[config.mk]
export PLATFORM = sky130hd
export DESIGN_NAME = video_timing_gen
export DESIGN_NICKNAME = d
export VERILOG_FILES = /design/src/rtl/vtg_pkg.sv /design/src/rtl/vtg_counter.sv /design/src/rtl/vtg_fmt_latch.sv /design/src/rtl/vtg_qual.sv /design/src/rtl/video_timing_gen.sv
export SDC_FILE = /design/constraint.sdc
export NUM_CORES = 1
export LEC_CHECK = 0
export ABC_CLOCK_PERIOD_IN_PS = 3500
export CORE_ASPECT_RATIO = 0.9
export CORE_MARGIN = 4
export CORE_UTILIZATION = 54
export CTS_BUF_LIST = sky130_fd_sc_hd__clkbuf_8
export CTS_CLUSTER_SIZE = 25
export DETAILED_ROUTE_END_ITERATION = 10
export GPL_ROUTABILITY_DRIVEN = 0
export PLACE_DENSITY = 0.79
export SLEW_MARGIN = 25
export SYNTH_ARGS = -nofsm -noshare
export SYNTH_HDL_FRONTEND = slang
export SYNTH_SLANG_ARGS = --single-unit
[constraint.sdc]
create_clock -name clk -period 3.5 [get_ports clk]
set_input_delay 1.05 -clock clk [delete_from_list [all_inputs] [get_ports clk]]
set_output_delay 1.05 -clock clk [all_outputs]
set_load 0.02 [all_outputs]
[src/rtl/vtg_pkg.sv]
package vtg_pkg;
   localparam int NUM_FMT = 3;
   localparam int FMT_W   = 2;

   // unsupported codes fall back to the first format
   function automatic logic [FMT_W-1:0] map_fmt(input logic [FMT_W-1:0] code);
      return (int'(code) < NUM_FMT) ? code : '0;
   endfunction
endpackage

[src/rtl/vtg_counter.sv]
module vtg_counter #(
   parameter int W = 12
) (
   input  logic         clk,
   input  logic         rst_n,
   input  logic         clr,
   input  logic         step,
   input  logic [W-1:0] last_val,
   output logic [W-1:0] cnt,
   output logic         at_last
);
   assign at_last = (cnt == last_val);

   always_ff @(posedge clk or negedge rst_n) begin
      if (!rst_n)
         cnt <= '0;
      else if (clr)
         cnt <= '0;
      else if (step)
         cnt <= at_last ? '0 : cnt + W'(1);
   end
endmodule

[src/rtl/vtg_fmt_latch.sv]
module vtg_fmt_latch
   import vtg_pkg::*;
(
   input  logic             clk,
   input  logic             rst_n,
   input  logic             load,
   input  logic [FMT_W-1:0] sel,
   output logic [FMT_W-1:0] cur
);
   always_ff @(posedge clk or negedge rst_n) begin
      if (!rst_n)
         cur <= '0;
      else if (load)
         cur <= map_fmt(sel);
   end
endmodule

[src/rtl/vtg_qual.sv]
module vtg_qual #(
   parameter int W = 12
) (
   input  logic         rst_n,
   input  logic [W-1:0] h,
   input  logic [W-1:0] v,
   input  logic [W-1:0] h_act,
   input  logic [W-1:0] v_act,
   output logic         fv,
   output logic         lv,
   output logic         dv
);
   logic in_rows, in_cols;

   always_comb begin
      in_rows = (v < v_act);
      in_cols = (h < h_act);
      fv      = rst_n & in_rows;
      lv      = rst_n & in_cols;
      dv      = rst_n & in_rows & in_cols;
   end
endmodule

[src/rtl/video_timing_gen.sv]
module video_timing_gen
   import vtg_pkg::*;
#(
   parameter int CNT_W   = 12,
   parameter int H_ACT_A = 1920,
   parameter int H_TOT_A = 2200,
   parameter int V_ACT_A = 1080,
   parameter int V_TOT_A = 1125,
   parameter int H_ACT_B = 720,
   parameter int H_TOT_B = 864,
   parameter int V_ACT_B = 576,
   parameter int V_TOT_B = 625,
   parameter int H_ACT_C = 1280,
   parameter int H_TOT_C = 1650,
   parameter int V_ACT_C = 720,
   parameter int V_TOT_C = 750
) (
   input  logic             clk,
   input  logic             rst_n,
   input  logic             restart,
   input  logic [1:0]       fmt_sel,
   output logic             frame_valid,
   output logic             line_valid,
   output logic             data_valid,
   output logic [CNT_W-1:0] h_count,
   output logic [CNT_W-1:0] v_count,
   output logic [1:0]       fmt_cur
);
   localparam int HA [NUM_FMT] = '{H_ACT_A, H_ACT_B, H_ACT_C};
   localparam int HT [NUM_FMT] = '{H_TOT_A, H_TOT_B, H_TOT_C};
   localparam int VA [NUM_FMT] = '{V_ACT_A, V_ACT_B, V_ACT_C};
   localparam int VT [NUM_FMT] = '{V_TOT_A, V_TOT_B, V_TOT_C};
   localparam longint CNT_SPAN = longint'(1) << CNT_W;

   // elaboration-time sanity of every format
   for (genvar i = 0; i < NUM_FMT; i++) begin : g_fmt_chk
      if (HA[i] < 1 || VA[i] < 1 || HA[i] > HT[i] || VA[i] > VT[i]) begin : g_bad_area
         $error("video_timing_gen: active area of format %0d exceeds its total", i);
      end
      if (longint'(HT[i]) > CNT_SPAN || longint'(VT[i]) > CNT_SPAN) begin : g_bad_width
         $error("video_timing_gen: CNT_W too small for format %0d", i);
      end
   end

   logic [CNT_W-1:0] h_act, v_act, h_last_val, v_last_val;
   logic             h_last, v_last, frame_end, fmt_load;

   always_comb begin
      unique case (fmt_cur)
         2'd1: begin
            h_act = CNT_W'(H_ACT_B);  h_last_val = CNT_W'(H_TOT_B - 1);
            v_act = CNT_W'(V_ACT_B);  v_last_val = CNT_W'(V_TOT_B - 1);
         end
         2'd2: begin
            h_act = CNT_W'(H_ACT_C);  h_last_val = CNT_W'(H_TOT_C - 1);
            v_act = CNT_W'(V_ACT_C);  v_last_val = CNT_W'(V_TOT_C - 1);
         end
         default: begin
            h_act = CNT_W'(H_ACT_A);  h_last_val = CNT_W'(H_TOT_A - 1);
            v_act = CNT_W'(V_ACT_A);  v_last_val = CNT_W'(V_TOT_A - 1);
         end
      endcase
   end

   assign frame_end = h_last & v_last;
   assign fmt_load  = restart | frame_end;

   vtg_fmt_latch u_fmt (
      .clk   (clk),
      .rst_n (rst_n),
      .load  (fmt_load),
      .sel   (fmt_sel),
      .cur   (fmt_cur)
   );

   vtg_counter #(.W(CNT_W)) u_hcnt (
      .clk      (clk),
      .rst_n    (rst_n),
      .clr      (restart),
      .step     (1'b1),
      .last_val (h_last_val),
      .cnt      (h_count),
      .at_last  (h_last)
   );

   vtg_counter #(.W(CNT_W)) u_vcnt (
      .clk      (clk),
      .rst_n    (rst_n),
      .clr      (restart),
      .step     (h_last),
      .last_val (v_last_val),
      .cnt      (v_count),
      .at_last  (v_last)
   );

   vtg_qual #(.W(CNT_W)) u_qual (
      .rst_n (rst_n),
      .h     (h_count),
      .v     (v_count),
      .h_act (h_act),
      .v_act (v_act),
      .fv    (frame_valid),
      .lv    (line_valid),
      .dv    (data_valid)
   );
endmodule

==> impl_metrics.prom, run 1 <==
# TYPE chip_impl_metric gauge
chip_impl_metric{name="data_arrival_at_the_endpoint_of_the_critical_path",unit="ns"} 2.31
chip_impl_metric{name="floorplan.die.width",unit="um"} 69.6
chip_impl_metric{name="cell_internal_pwr",unit="W"} 0.000457
chip_impl_metric{name="drv_cap",unit=""} 0
chip_impl_info{name="dominantRegCellSynth",value="dfrtp_1"} 1
chip_impl_info{name="critical_path.endpoint_type",value="primary output"} 1
chip_impl_metric{name="clk_sinks",unit=""} 26
chip_impl_metric{name="cts.path.max_buffers",unit=""} 2
chip_impl_metric{name="cellLeakagePower",unit="nW"} 0.978
chip_impl_info{name="timing_worst_setup_path_type",value="register to primary output"} 1
chip_impl_metric{name="numCtsBuffers",unit=""} 3
chip_impl_metric{name="clk_transition_reported_paths",unit="ns"} 0.09
chip_impl_metric{name="timing_worst_slew_pin_value",unit="ns"} 0.744
chip_impl_metric{name="syn_avg_cell_area",unit="sq um"} 9.22
chip_impl_metric{name="via_count_of_the_first_global_routing_pass",unit=""} 1663
chip_impl_metric{name="die-area",unit="sq mm"} 0.00442
chip_impl_metric{name="gr-usage-all-layers",unit="%"} 21.9
chip_impl_metric{name="net-switching-power",unit="W"} 0.000166
chip_impl_metric{name="worst_skew_pair.late_latency",unit="ns"} 0.27
chip_impl_info{name="r2r-end",value="u_fmt.cur[1]"} 1
chip_impl_info{name="clock-root-buffer",value="clkbuf_8"} 1
chip_impl_metric{name="largest_net_degree_at_the_start_of_global_routing",unit=""} 25
chip_impl_metric{name="combinationalPowerShare",unit="%"} 18.5
chip_impl_info{name="hold-path-endpoint",value="u_hcnt.cnt[0]"} 1
chip_impl_metric{name="synth-edff-count",unit=""} 0
chip_impl_metric{name="first_iter_violations",unit=""} 128
chip_impl_metric{name="antenna_cells_inserted",unit=""} 0
chip_impl_metric{name="dp.final_hpwl",unit="um"} 3570
chip_impl_metric{name="syn_area",unit="sq mm"} 0.00184
chip_impl_metric{name="num_rows",unit=""} 19
chip_impl_metric{name="cp_data_required_time",unit="ns"} 2.45
chip_impl_metric{name="port-buffer-count",unit=""} 33
chip_impl_metric{name="ant_nets",unit=""} 0
chip_impl_metric{name="antenna_found_initial",unit=""} 0
chip_impl_metric{name="final_number_of_hold_violating_endpoints",unit=""} 0
chip_impl_metric{name="synthCells",unit=""} 200
chip_impl_metric{name="worst_supply_voltage_drop_on_vdd",unit="uV"} 288
chip_impl_metric{name="yosys.cell_types.count",unit=""} 45
chip_impl_metric{name="whs_path_depth",unit=""} 1
chip_impl_metric{name="postSynthRegisterBits",unit=""} 26
chip_impl_metric{name="cts_hold_repair.buffers",unit=""} 0
chip_impl_metric{name="post-route-drc-count",unit=""} 0
chip_impl_metric{name="fin_setup_tns",unit="ns"} 0
chip_impl_info{name="worstSetupStartpointType",value="register"} 1
chip_impl_metric{name="wire_length_of_the_first_global_routing_pass",unit="um"} 8000
chip_impl_metric{name="layout-drive-gt1-share",unit="%"} 12.9
chip_impl_info{name="regToRegStartpoint",value="u_fmt.cur[0]"} 1
chip_impl_metric{name="yosysSeqAreaShare",unit="%"} 35.3
chip_impl_info{name="run_status",value="finished, final reports clean"} 1
chip_impl_metric{name="synthesis.yosys.warnings",unit=""} 0
chip_impl_metric{name="setup.reg_to_reg.worst_slack",unit="ns"} 0.54
chip_impl_metric{name="synthToLayoutAreaGrowth",unit="%"} 26.6
chip_impl_metric{name="finClkSkew",unit="ns"} 0.00376
chip_impl_info{name="timing.hold.worst.class",value="register to register"} 1
chip_impl_metric{name="place_worst_setup_slack",unit="ns"} -0.340
chip_impl_metric{name="fp.coreArea",unit="sq mm"} 0.00316
chip_impl_metric{name="drv_slew",unit=""} 0
chip_impl_metric{name="sequentialPowerShare",unit="%"} 50.1
chip_impl_info{name="tritoncts",value="yes"} 1
chip_impl_metric{name="starting_density",unit="%"} 58.3
chip_impl_metric{name="boundaryPins",unit=""} 34
chip_impl_metric{name="p_sw_share",unit="%"} 26.6
chip_impl_metric{name="die-height",unit="um"} 63.4
chip_impl_metric{name="fin_ws",unit="ns"} 0.142
chip_impl_info{name="layout.cells.most_common",value="clkdlybuf4s50_1"} 1
chip_impl_metric{name="clockPowerShare",unit="%"} 31.3
chip_impl_metric{name="period_minus_slack",unit="ns"} 3.36
chip_impl_metric{name="drt_wl_total",unit="um"} 4680
chip_impl_metric{name="fmax",unit="GHz"} 0.298
chip_impl_info{name="final_cell_mix",value="29 x clkdlybuf4s50_1, 26 x dfrtp_1, 17 x nor2_1, 17 x a21oi_1, 15 x inv_1"} 1
chip_impl_metric{name="h-tree-depth",unit=""} 1
chip_impl_metric{name="finalHoldWorstSlack",unit="ns"} 0.549
chip_impl_metric{name="synth.net_count",unit=""} 219
chip_impl_metric{name="utilization",unit="%"} 73.8
chip_impl_metric{name="final.period_utilization",unit="%"} 95.9
chip_impl_metric{name="final_nets",unit=""} 261
chip_impl_metric{name="reg2reg_depth",unit=""} 9
chip_impl_metric{name="post_drt_via_cell_ratio",unit=""} 5.96
chip_impl_metric{name="route.detailed.wl_per_inst",unit="um"} 16.5
chip_impl_metric{name="detail_route.first_pass.iterations",unit=""} 4
chip_impl_metric{name="final-setup-viol-count",unit=""} 0
chip_impl_metric{name="pwr_density_cell",unit="mW/mm^2"} 267
chip_impl_metric{name="highest_fanout_seen_on_the_critical_path",unit=""} 3
chip_impl_metric{name="gr-total-overflow",unit=""} 0
chip_impl_info{name="timing.hold.worst.start",value="u_hcnt.cnt[0]"} 1
chip_impl_info{name="rsz0062_at_grt",value="no"} 1
chip_impl_metric{name="num-fill-cells",unit=""} 251
chip_impl_metric{name="maxSlewHeadroom",unit="%"} 50.2
chip_impl_metric{name="async_reset_ff_share",unit="%"} 100
chip_impl_metric{name="vias",unit=""} 1688
## how the worst max path moves through the flow
stage / startpoint / end / depth (start not counted)
final: u_fmt.cur[1] / line_valid / 8
after global routing: u_fmt.cur[0] / data_valid / 8
after CTS: u_fmt.cur[1] / line_valid / 8
after detailed placement: rst_n / data_valid / 6
after global placement: rst_n / data_valid / 6
after floorplan: u_fmt.cur[0] / data_valid / 9
## cell usage after synthesis, types with 2 or more instances
| cell type | number | share of area (%) |
|---|---|---|
| nand2_1 | 12 | 2.4 |
| inv_1 | 15 | 3.1 |
| clkbuf_1 | 2 | 0.41 |
| o21ai_0 | 5 | 1.4 |
| nor4bb_1 | 2 | 1.1 |
| nor2_1 | 17 | 3.5 |
| or3_1 | 8 | 2.7 |
| nand4_1 | 2 | 0.68 |
| or2_2 | 3 | 1.0 |
| or4_1 | 2 | 0.81 |
| nand2b_1 | 4 | 1.4 |
| mux2i_1 | 2 | 1.1 |
| nand4b_1 | 4 | 1.9 |
| dfrtp_1 | 26 | 35 |
| nand3_1 | 13 | 3.5 |
| and3_1 | 4 | 1.4 |
| nor3_1 | 3 | 0.81 |
| a21oi_1 | 17 | 4.6 |
| xnor2_1 | 5 | 2.4 |
| a21o_1 | 3 | 1.2 |
| xor2_1 | 8 | 3.8 |
| o32ai_1 | 7 | 3.3 |
| ha_1 | 14 | 9.5 |
## sequential cells by signal, summed over array words and instances (netlist names)
signal,flops
u_fmt.cur,2
u_hcnt.cnt,12
u_vcnt.cnt,12
## through the flow
step / power [W] / instances / instance area (sq um)
detailed placement: 0.000431 / 278 / 2260
floorplan: 0.000382 / 200 / 1840
CTS: 0.000627 / 282 / 2310
global route: 0.000650 / 283 / 2330
global placement: 0.000427 / 278 / 2260
finish: 0.000623 / 283 / 2330
## kinds of logic (layout without fill, tap and decap cells)
logic type / after synthesis / after routing / synth area share (%)
AND/OR/NAND/NOR: 84 / 84 / 26.7
AO/OA/AOI/OAI: 39 / 39 / 14.7
flip-flops: 26 / 26 / 35.3
buffers and inverters: 20 / 61 / 4.75
adder cells (fa/ha/maj): 14 / 14 / 9.50
XOR/XNOR: 13 / 13 / 6.17
multiplexers: 4 / 4 / 2.92
## power by group through the flow
| stage | logic (W) | clock network [W] | registers, W |
|---|---|---|---|
| after floorplan | 0.0000590 | 0 | 0.000323 |
| final | 0.000115 | 0.000195 | 0.000312 |
| after global placement | 0.000109 | 0 | 0.000318 |
| after CTS | 0.000112 | 0.000203 | 0.000312 |
| after global routing | 0.000127 | 0.000209 | 0.000313 |
| after detailed placement | 0.000112 | 0 | 0.000318 |
## final cells by class
type                    instances  area [sq um]  share of cell area (%)
clock buffers                   4          55.1                    2.36
inverters                      15          56.3                    2.41
multi-input cells             154          1120                    48.0
flip-flops and latches         26           651                    27.9
well taps                      42          52.6                    2.25
repair buffers                 42           400                    17.1
## repair_timing
item / CTS / global route
gates cloned: 0 / 0
endpoints found under the hold margin: 0 / 0
buffers inserted: 0 / 1
gates resized for setup: 8 / 4
setup endpoints to repair: 3 / 3
## worst max-delay path: stages, from the launching register on
cell	delay, ns
dfrtp_1	0.41
inv_1	0.12
ha_1	0.17
or3b_2	0.44
a21o_1	0.19
a21oi_1	0.16
o21ai_1	0.10
nor2_1	0.10
dlygate4sd2_1	0.33
## per-layer routing
layer	share of wire (%)	routed length, um	global-route usage (%)	vias up
met5	0	0	0	-
met4	0.47	22	2.44	0
met3	6.7	313	4.29	5
met2	47	2180	36.7	57
met1	46	2160	30.3	821
li1	-	-	-	805
Note: power is estimated with default switching activity, not from simulation.
==> inputs of run 2 (changes only) <==
--- a/config.mk
+++ b/config.mk
@@ -6,5 +6,5 @@
 export NUM_CORES = 1
 export LEC_CHECK = 0
-export ABC_CLOCK_PERIOD_IN_PS = 3500
+export ABC_CLOCK_PERIOD_IN_PS = 3300
 export CORE_ASPECT_RATIO = 0.9
 export CORE_MARGIN = 4
==> constraint.sdc (replaced) <==
create_clock -name clk -period 3.3 [get_ports clk]
set_input_delay 0.99 -clock clk [delete_from_list [all_inputs] [get_ports clk]]
set_output_delay 0.99 -clock clk [all_outputs]
set_load 0.005 [all_outputs]
==> impl_metrics.prom, run 2 (synthesized netlist as in run 1, its figures left out) <==
# TYPE chip_impl_metric gauge
chip_impl_info{name="critical_path.endpoint_type",value="primary output"} 1
chip_impl_metric{name="combinationalPowerShare",unit="%"} 18.2
chip_impl_metric{name="ant_nets",unit=""} 0
chip_impl_metric{name="first_iter_violations",unit=""} 150
chip_impl_metric{name="port-buffer-count",unit=""} 33
chip_impl_info{name="top_signal_layer_used",value="met4"} 1
chip_impl_metric{name="fp.coreArea",unit="sq mm"} 0.00316
chip_impl_metric{name="vias",unit=""} 1686
chip_impl_metric{name="setup.reg_to_reg.worst_slack",unit="ns"} 0.45
chip_impl_info{name="run_status",value="finished, final reports clean"} 1
chip_impl_metric{name="drt-met1-wl",unit="um"} 2180
chip_impl_metric{name="post_drt_via_cell_ratio",unit=""} 5.90
chip_impl_metric{name="p_sw_share",unit="%"} 25.9
chip_impl_metric{name="gr-usage-all-layers",unit="%"} 22.9
chip_impl_metric{name="drv_cap",unit=""} 0
chip_impl_metric{name="net-switching-power",unit="W"} 0.000171
chip_impl_metric{name="highest_fanout_seen_on_the_critical_path",unit=""} 3
chip_impl_metric{name="antenna_found_initial",unit=""} 0
chip_impl_metric{name="layout-drive-gt1-share",unit="%"} 15.6
chip_impl_metric{name="utilization",unit="%"} 74.9
chip_impl_info{name="timing.hold.worst.class",value="register to register"} 1
chip_impl_info{name="final_cell_mix",value="29 x clkdlybuf4s50_1, 26 x dfrtp_1, 17 x a21oi_1, 16 x nor2_1"} 1
chip_impl_metric{name="route.detailed.wl_per_inst",unit="um"} 16.7
chip_impl_info{name="worstSetupStartpointType",value="register"} 1
chip_impl_metric{name="post-route-drc-count",unit=""} 0
chip_impl_metric{name="fin_setup_tns",unit="ns"} 0
chip_impl_metric{name="final_nets",unit=""} 264
chip_impl_metric{name="clockPowerShare",unit="%"} 31.6
chip_impl_metric{name="numCtsBuffers",unit=""} 3
chip_impl_metric{name="sequentialPowerShare",unit="%"} 50.2
chip_impl_info{name="timing_worst_setup_path_type",value="register to primary output"} 1
chip_impl_metric{name="synthToLayoutAreaGrowth",unit="%"} 28.4
chip_impl_metric{name="cts.path.max_buffers",unit=""} 2
chip_impl_metric{name="drt_wl_total",unit="um"} 4790
chip_impl_info{name="clock-root-buffer",value="clkbuf_8"} 1
chip_impl_metric{name="floorplan.die.width",unit="um"} 69.6
chip_impl_metric{name="boundaryPins",unit=""} 34
chip_impl_metric{name="period_minus_slack",unit="ns"} 3.21
chip_impl_metric{name="final-setup-viol-count",unit=""} 0
chip_impl_metric{name="drv_slew",unit=""} 0
chip_impl_metric{name="via_count_of_the_first_global_routing_pass",unit=""} 1652
chip_impl_metric{name="clk_sinks",unit=""} 26
chip_impl_info{name="layout.cells.most_common",value="clkdlybuf4s50_1"} 1
chip_impl_metric{name="finalHoldWorstSlack",unit="ns"} 0.548
chip_impl_metric{name="gr-total-overflow",unit=""} 0
chip_impl_metric{name="num_rows",unit=""} 19
chip_impl_metric{name="final_number_of_hold_violating_endpoints",unit=""} 0
chip_impl_metric{name="detail_route.first_pass.iterations",unit=""} 4
chip_impl_metric{name="die-area",unit="sq mm"} 0.00442
chip_impl_metric{name="largest_net_degree_at_the_start_of_global_routing",unit=""} 22
chip_impl_metric{name="cellLeakagePower",unit="nW"} 0.988
chip_impl_metric{name="starting_density",unit="%"} 58.3
chip_impl_metric{name="worst_supply_voltage_drop_on_vdd",unit="uV"} 178
chip_impl_metric{name="h-tree-depth",unit=""} 1
chip_impl_metric{name="worst_skew_pair.late_latency",unit="ns"} 0.28
chip_impl_info{name="largest_registers",value="u_hcnt.cnt x12, u_vcnt.cnt x12, u_fmt.cur x2"} 1
chip_impl_metric{name="cp_data_required_time",unit="ns"} 2.31
chip_impl_metric{name="clk_transition_reported_paths",unit="ns"} 0.09
chip_impl_metric{name="fmax",unit="GHz"} 0.312
chip_impl_metric{name="num-fill-cells",unit=""} 241
chip_impl_metric{name="met2WireLength",unit="um"} 2180
chip_impl_metric{name="timing_worst_slew_pin_value",unit="ns"} 0.694
chip_impl_metric{name="cell_internal_pwr",unit="W"} 0.000490
chip_impl_metric{name="data_arrival_at_the_endpoint_of_the_critical_path",unit="ns"} 2.22
chip_impl_metric{name="dp.final_hpwl",unit="um"} 3450
chip_impl_metric{name="finClkSkew",unit="ns"} 0.00448
chip_impl_metric{name="wire_length_of_the_first_global_routing_pass",unit="um"} 8110
chip_impl_metric{name="antenna_cells_inserted",unit=""} 0
chip_impl_metric{name="final.period_utilization",unit="%"} 97.1
chip_impl_metric{name="maxSlewHeadroom",unit="%"} 53.6
chip_impl_metric{name="die-height",unit="um"} 63.4
chip_impl_info{name="tritoncts",value="yes"} 1
chip_impl_metric{name="met3RoutedLength",unit="um"} 322
chip_impl_metric{name="pwr_density_cell",unit="mW/mm^2"} 279
run 2: changes by cell type in the layout (fill, tap and decap cells not counted), sizes merged:
cell           previous run  this run
clkdlybuf4s15             2         0
buf                       9        12
dlygate4sd2               2         4
run 2: final cells by class:
class / instances / area [sq um] / area share, %
repair buffers: 45 / 415 / 17.5
inverters: 15 / 56.3 / 2.38
multi-input cells: 154 / 1140 / 48.0
flip-flops and latches: 26 / 651 / 27.5
well taps: 42 / 52.6 / 2.22
clock buffers: 4 / 55.1 / 2.33
run 2: worst max-delay path, stage by stage (launching register included):
cell	delay (ns)
dfrtp_1	0.41
inv_2	0.08
ha_2	0.18
or3b_2	0.46
a21o_1	0.19
a21oi_1	0.15
o21ai_1	0.09
a21oi_1	0.13
dlygate4sd2_1	0.25
run 2: what timing repair did:
action	CTS	global route
endpoints found under the setup margin	3	1
buffers inserted	3	0
hold buffers	0	0
resized for setup	9	4
pin swaps	2	2
run 2: worst paths after layout:
check,end,startpoint,cells after the start
max,data_valid,u_fmt.cur[1],8
min,u_hcnt.cnt[0],u_hcnt.cnt[0],1
max reg2reg,u_fmt.cur[1],u_fmt.cur[1],9
min reg2reg,u_hcnt.cnt[0],u_hcnt.cnt[0],1
max in group asynchronous,u_hcnt.cnt[2],rst_n,3
min in group asynchronous,u_vcnt.cnt[8],rst_n,2
run 2: metal layers:
layer / vias to the layer above / global-route usage [%]
li1: 818 / -
met1: 788 / 32.6
met2: 69 / 35.2
met3: 11 / 2.86
met4: 0 / 9.51
met5: - / 0
run 2: power groups by stage:
stage | logic, W | registers [W] | clock network [W]
3_5_place_dp | 0.000109 | 0.000338 | 0
2_1_floorplan | 0.0000587 | 0.000337 | 0
4_1_cts | 0.000118 | 0.000331 | 0.000214
6_report | 0.000120 | 0.000331 | 0.000209
5_1_grt | 0.000132 | 0.000333 | 0.000229
3_3_place_gp | 0.000107 | 0.000337 | 0
run 2: metrics by stage:
step           total power, W  area, sq um  setup WS, ns  cells
5_1_grt              0.000694         2370       -0.0237    286
3_3_place_gp         0.000444         2260        -0.225    279
3_5_place_dp         0.000447         2260        -0.249    279
2_1_floorplan        0.000396         1840         0.644    200
6_report             0.000661         2370        0.0948    286
4_1_cts              0.000662         2350        0.0716    286
==> inputs of run 3 (changes only) <==
--- a/config.mk
+++ b/config.mk
@@ -15,4 +15,5 @@
 export GPL_ROUTABILITY_DRIVEN = 0
 export PLACE_DENSITY = 0.79
+export SETUP_SLACK_MARGIN = 0.15
 export SLEW_MARGIN = 25
 export SYNTH_ARGS = -nofsm -noshare
==> constraint.sdc (replaced) <==
create_clock -name clk -period 3.3 [get_ports clk]
set_input_delay 0.99 -clock clk [delete_from_list [all_inputs] [get_ports clk]]
set_output_delay 0.99 -clock clk [all_outputs]
set_load 0.05 [all_outputs]
==> impl_metrics.prom, run 3 (synthesized netlist as in run 1, its figures left out) <==
# TYPE chip_impl_metric gauge
chip_impl_info{name="largest_registers",value="u_hcnt.cnt x12, u_vcnt.cnt x12, u_fmt.cur x2"} 1
chip_impl_metric{name="antenna_found_initial",unit=""} 0
chip_impl_info{name="critical_path.endpoint_type",value="primary output"} 1
chip_impl_info{name="rsz0062_at_grt",value="yes"} 1
chip_impl_metric{name="die-height",unit="um"} 63.4
chip_impl_info{name="worstSetupStartpointType",value="register"} 1
chip_impl_metric{name="port-buffer-count",unit=""} 33
chip_impl_info{name="tritoncts",value="yes"} 1
chip_impl_metric{name="drt_wl_total",unit="um"} 4970
chip_impl_metric{name="drv_cap",unit=""} 0
chip_impl_info{name="layout.cells.most_common",value="clkdlybuf4s50_1"} 1
chip_impl_metric{name="boundaryPins",unit=""} 34
chip_impl_metric{name="ant_nets",unit=""} 0
chip_impl_metric{name="fp.coreArea",unit="sq mm"} 0.00316
chip_impl_metric{name="gr-usage-all-layers",unit="%"} 21.7
chip_impl_metric{name="final_number_of_hold_violating_endpoints",unit=""} 0
chip_impl_metric{name="final_nets",unit=""} 266
chip_impl_metric{name="h-tree-depth",unit=""} 1
chip_impl_info{name="final_cell_mix",value="29 x clkdlybuf4s50_1, 24 x dfrtp_1, 15 x nor2_1, 14 x a21oi_1, 13 x nand3_1"} 1
chip_impl_metric{name="regArea",unit="sq um"} 653
chip_impl_metric{name="largest_net_degree_at_the_start_of_global_routing",unit=""} 25
chip_impl_metric{name="first_iter_violations",unit=""} 207
chip_impl_metric{name="maxSlewHeadroom",unit="%"} 66.3
chip_impl_metric{name="multi_input_area",unit="sq mm"} 0.00125
chip_impl_metric{name="starting_density",unit="%"} 58.3
chip_impl_metric{name="fin_ws",unit="ns"} 0.172
chip_impl_metric{name="vias",unit=""} 1744
chip_impl_info{name="run_status",value="finished, final reports clean"} 1
chip_impl_metric{name="via_count_of_the_first_global_routing_pass",unit=""} 1603
chip_impl_metric{name="die-area",unit="sq mm"} 0.00442
chip_impl_metric{name="setup.reg_to_reg.worst_slack",unit="ns"} 0.76
chip_impl_metric{name="clk_transition_reported_paths",unit="ns"} 0.09
chip_impl_metric{name="worst_skew_pair.late_latency",unit="ns"} 0.28
chip_impl_metric{name="data_arrival_at_the_endpoint_of_the_critical_path",unit="ns"} 2.14
chip_impl_metric{name="antenna_cells_inserted",unit=""} 0
chip_impl_metric{name="dp.final_hpwl",unit="um"} 3310
chip_impl_metric{name="detail_route.first_pass.iterations",unit=""} 4
chip_impl_metric{name="clk_sinks",unit=""} 26
chip_impl_metric{name="layout-drive-gt1-share",unit="%"} 23.2
chip_impl_metric{name="gr-total-overflow",unit=""} 0
chip_impl_metric{name="power",unit="W"} 0.000738
chip_impl_metric{name="post_drt_via_cell_ratio",unit=""} 6.06
chip_impl_metric{name="num_rows",unit=""} 19
chip_impl_metric{name="cellLeakagePower",unit="nW"} 1.02
chip_impl_info{name="timing_worst_setup_path_type",value="register to primary output"} 1
chip_impl_metric{name="pwr_density_cell",unit="mW/mm^2"} 289
chip_impl_metric{name="worst_supply_voltage_drop_on_vdd",unit="uV"} 263
chip_impl_metric{name="finClkSkew",unit="ns"} 0.00425
chip_impl_metric{name="num-fill-cells",unit=""} 179
chip_impl_metric{name="wire_length_of_the_first_global_routing_pass",unit="um"} 7780
chip_impl_metric{name="synthToLayoutAreaGrowth",unit="%"} 38.4
chip_impl_metric{name="route.detailed.wl_per_inst",unit="um"} 17.2
chip_impl_metric{name="period_minus_slack",unit="ns"} 3.13
chip_impl_metric{name="final.period_utilization",unit="%"} 94.8
chip_impl_metric{name="fmax",unit="GHz"} 0.320
chip_impl_metric{name="drv_slew",unit=""} 0
chip_impl_info{name="clock-root-buffer",value="clkbuf_8"} 1
chip_impl_metric{name="post-route-drc-count",unit=""} 0
chip_impl_metric{name="cp_data_required_time",unit="ns"} 2.31
chip_impl_metric{name="floorplan.die.width",unit="um"} 69.6
chip_impl_metric{name="final-setup-viol-count",unit=""} 0
chip_impl_metric{name="cts.path.max_buffers",unit=""} 2
chip_impl_metric{name="timing_worst_slew_pin_value",unit="ns"} 0.505
chip_impl_metric{name="numCtsBuffers",unit=""} 3
chip_impl_info{name="timing.hold.worst.class",value="register to register"} 1
chip_impl_metric{name="highest_fanout_seen_on_the_critical_path",unit=""} 4
chip_impl_metric{name="place_worst_setup_slack",unit="ns"} -0.0153
==> run 3: cell count changes in the layout (fill, tap and decap cells not counted), moves of 2 or more <==
cell | previous run | this run
dlygate4sd2_1 | 4 | 1
ha_2 | 2 | 0
inv_4 | 0 | 2
ha_1 | 11 | 8
buf_6 | 0 | 2
a21oi_2 | 0 | 2
inv_1 | 13 | 11
buf_12 | 0 | 4
dfrtp_1 | 26 | 24
dfrtp_2 | 0 | 2
nor2_4 | 0 | 2
a21oi_1 | 17 | 14
ha_4 | 1 | 6
==> run 3: path summary, 6_finish.rpt <==
check | from | endpoint | cells past startpoint
worst max-delay path | u_fmt.cur[1] | data_valid | 9
worst min-delay path | u_hcnt.cnt[0] | u_hcnt.cnt[0] | 1
worst max register to register | u_fmt.cur[0] | u_hcnt.cnt[2] | 9
worst min register to register | u_hcnt.cnt[0] | u_hcnt.cnt[0] | 1
max in group asynchronous | rst_n | u_fmt.cur[1] | 3
min in group asynchronous | rst_n | u_vcnt.cnt[11] | 2
==> run 3: power breakdown <==
group	internal [W]	leakage, nW	switching (W)	total (W)
Combinational	0.0000867	0.640	0.000104	0.000191
Sequential	0.000324	0.356	0.00000967	0.000334
Clock	0.000107	0.0288	0.000107	0.000214
==> run 3: area by class of cell <==
type / count / area share, %
Inverter: 15 / 2.40
Multi-Input combinational cell: 154 / 48.8
Timing Repair Buffer: 47 / 19.0
Sequential cell: 26 / 25.6
Clock buffer: 4 / 2.16
Tap cell: 42 / 2.06
==> run 3: critical path, stage by stage, from the launching register on <==
cell and delay (ns):
dfrtp_2 0.47, inv_4 0.10, buf_12 0.10, ha_4 0.17
ha_4 0.20, a21o_1 0.19, a21oi_2 0.16, o221ai_2 0.15
a21oi_4 0.17, buf_12 0.15
==> run 3: metrics by stage <==
stage / util (%) / setup TNS [ns] / std cells / hold WS [ns] / cell area, sq um
2_1_floorplan: - / 0 / 200 / 0.694 / 1870
3_3_place_gp: 72.3 / 0 / 275 / 0.521 / 2280
3_5_place_dp: 72.3 / -0.0153 / 275 / 0.519 / 2280
4_1_cts: 76.8 / 0 / 282 / 0.532 / 2430
5_1_grt: 80.7 / 0 / 288 / 0.575 / 2550
6_report: 80.7 / 0 / 288 / 0.544 / 2550
==> run 3: metal layers <==
layer | track usage, % | wire, um
met5 | 0 | 0
met4 | 5.12 | 62
met3 | 4.29 | 386
met2 | 34.5 | 2380
met1 | 30.3 | 2140
==> run 3: timing repair <==
item,in CTS,in global routing
endpoints found under the setup margin,3,3
endpoints found under the hold margin,0,0
hold buffers,0,0
pin swaps,5,13
resized for setup,16,14
buffers inserted,3,6
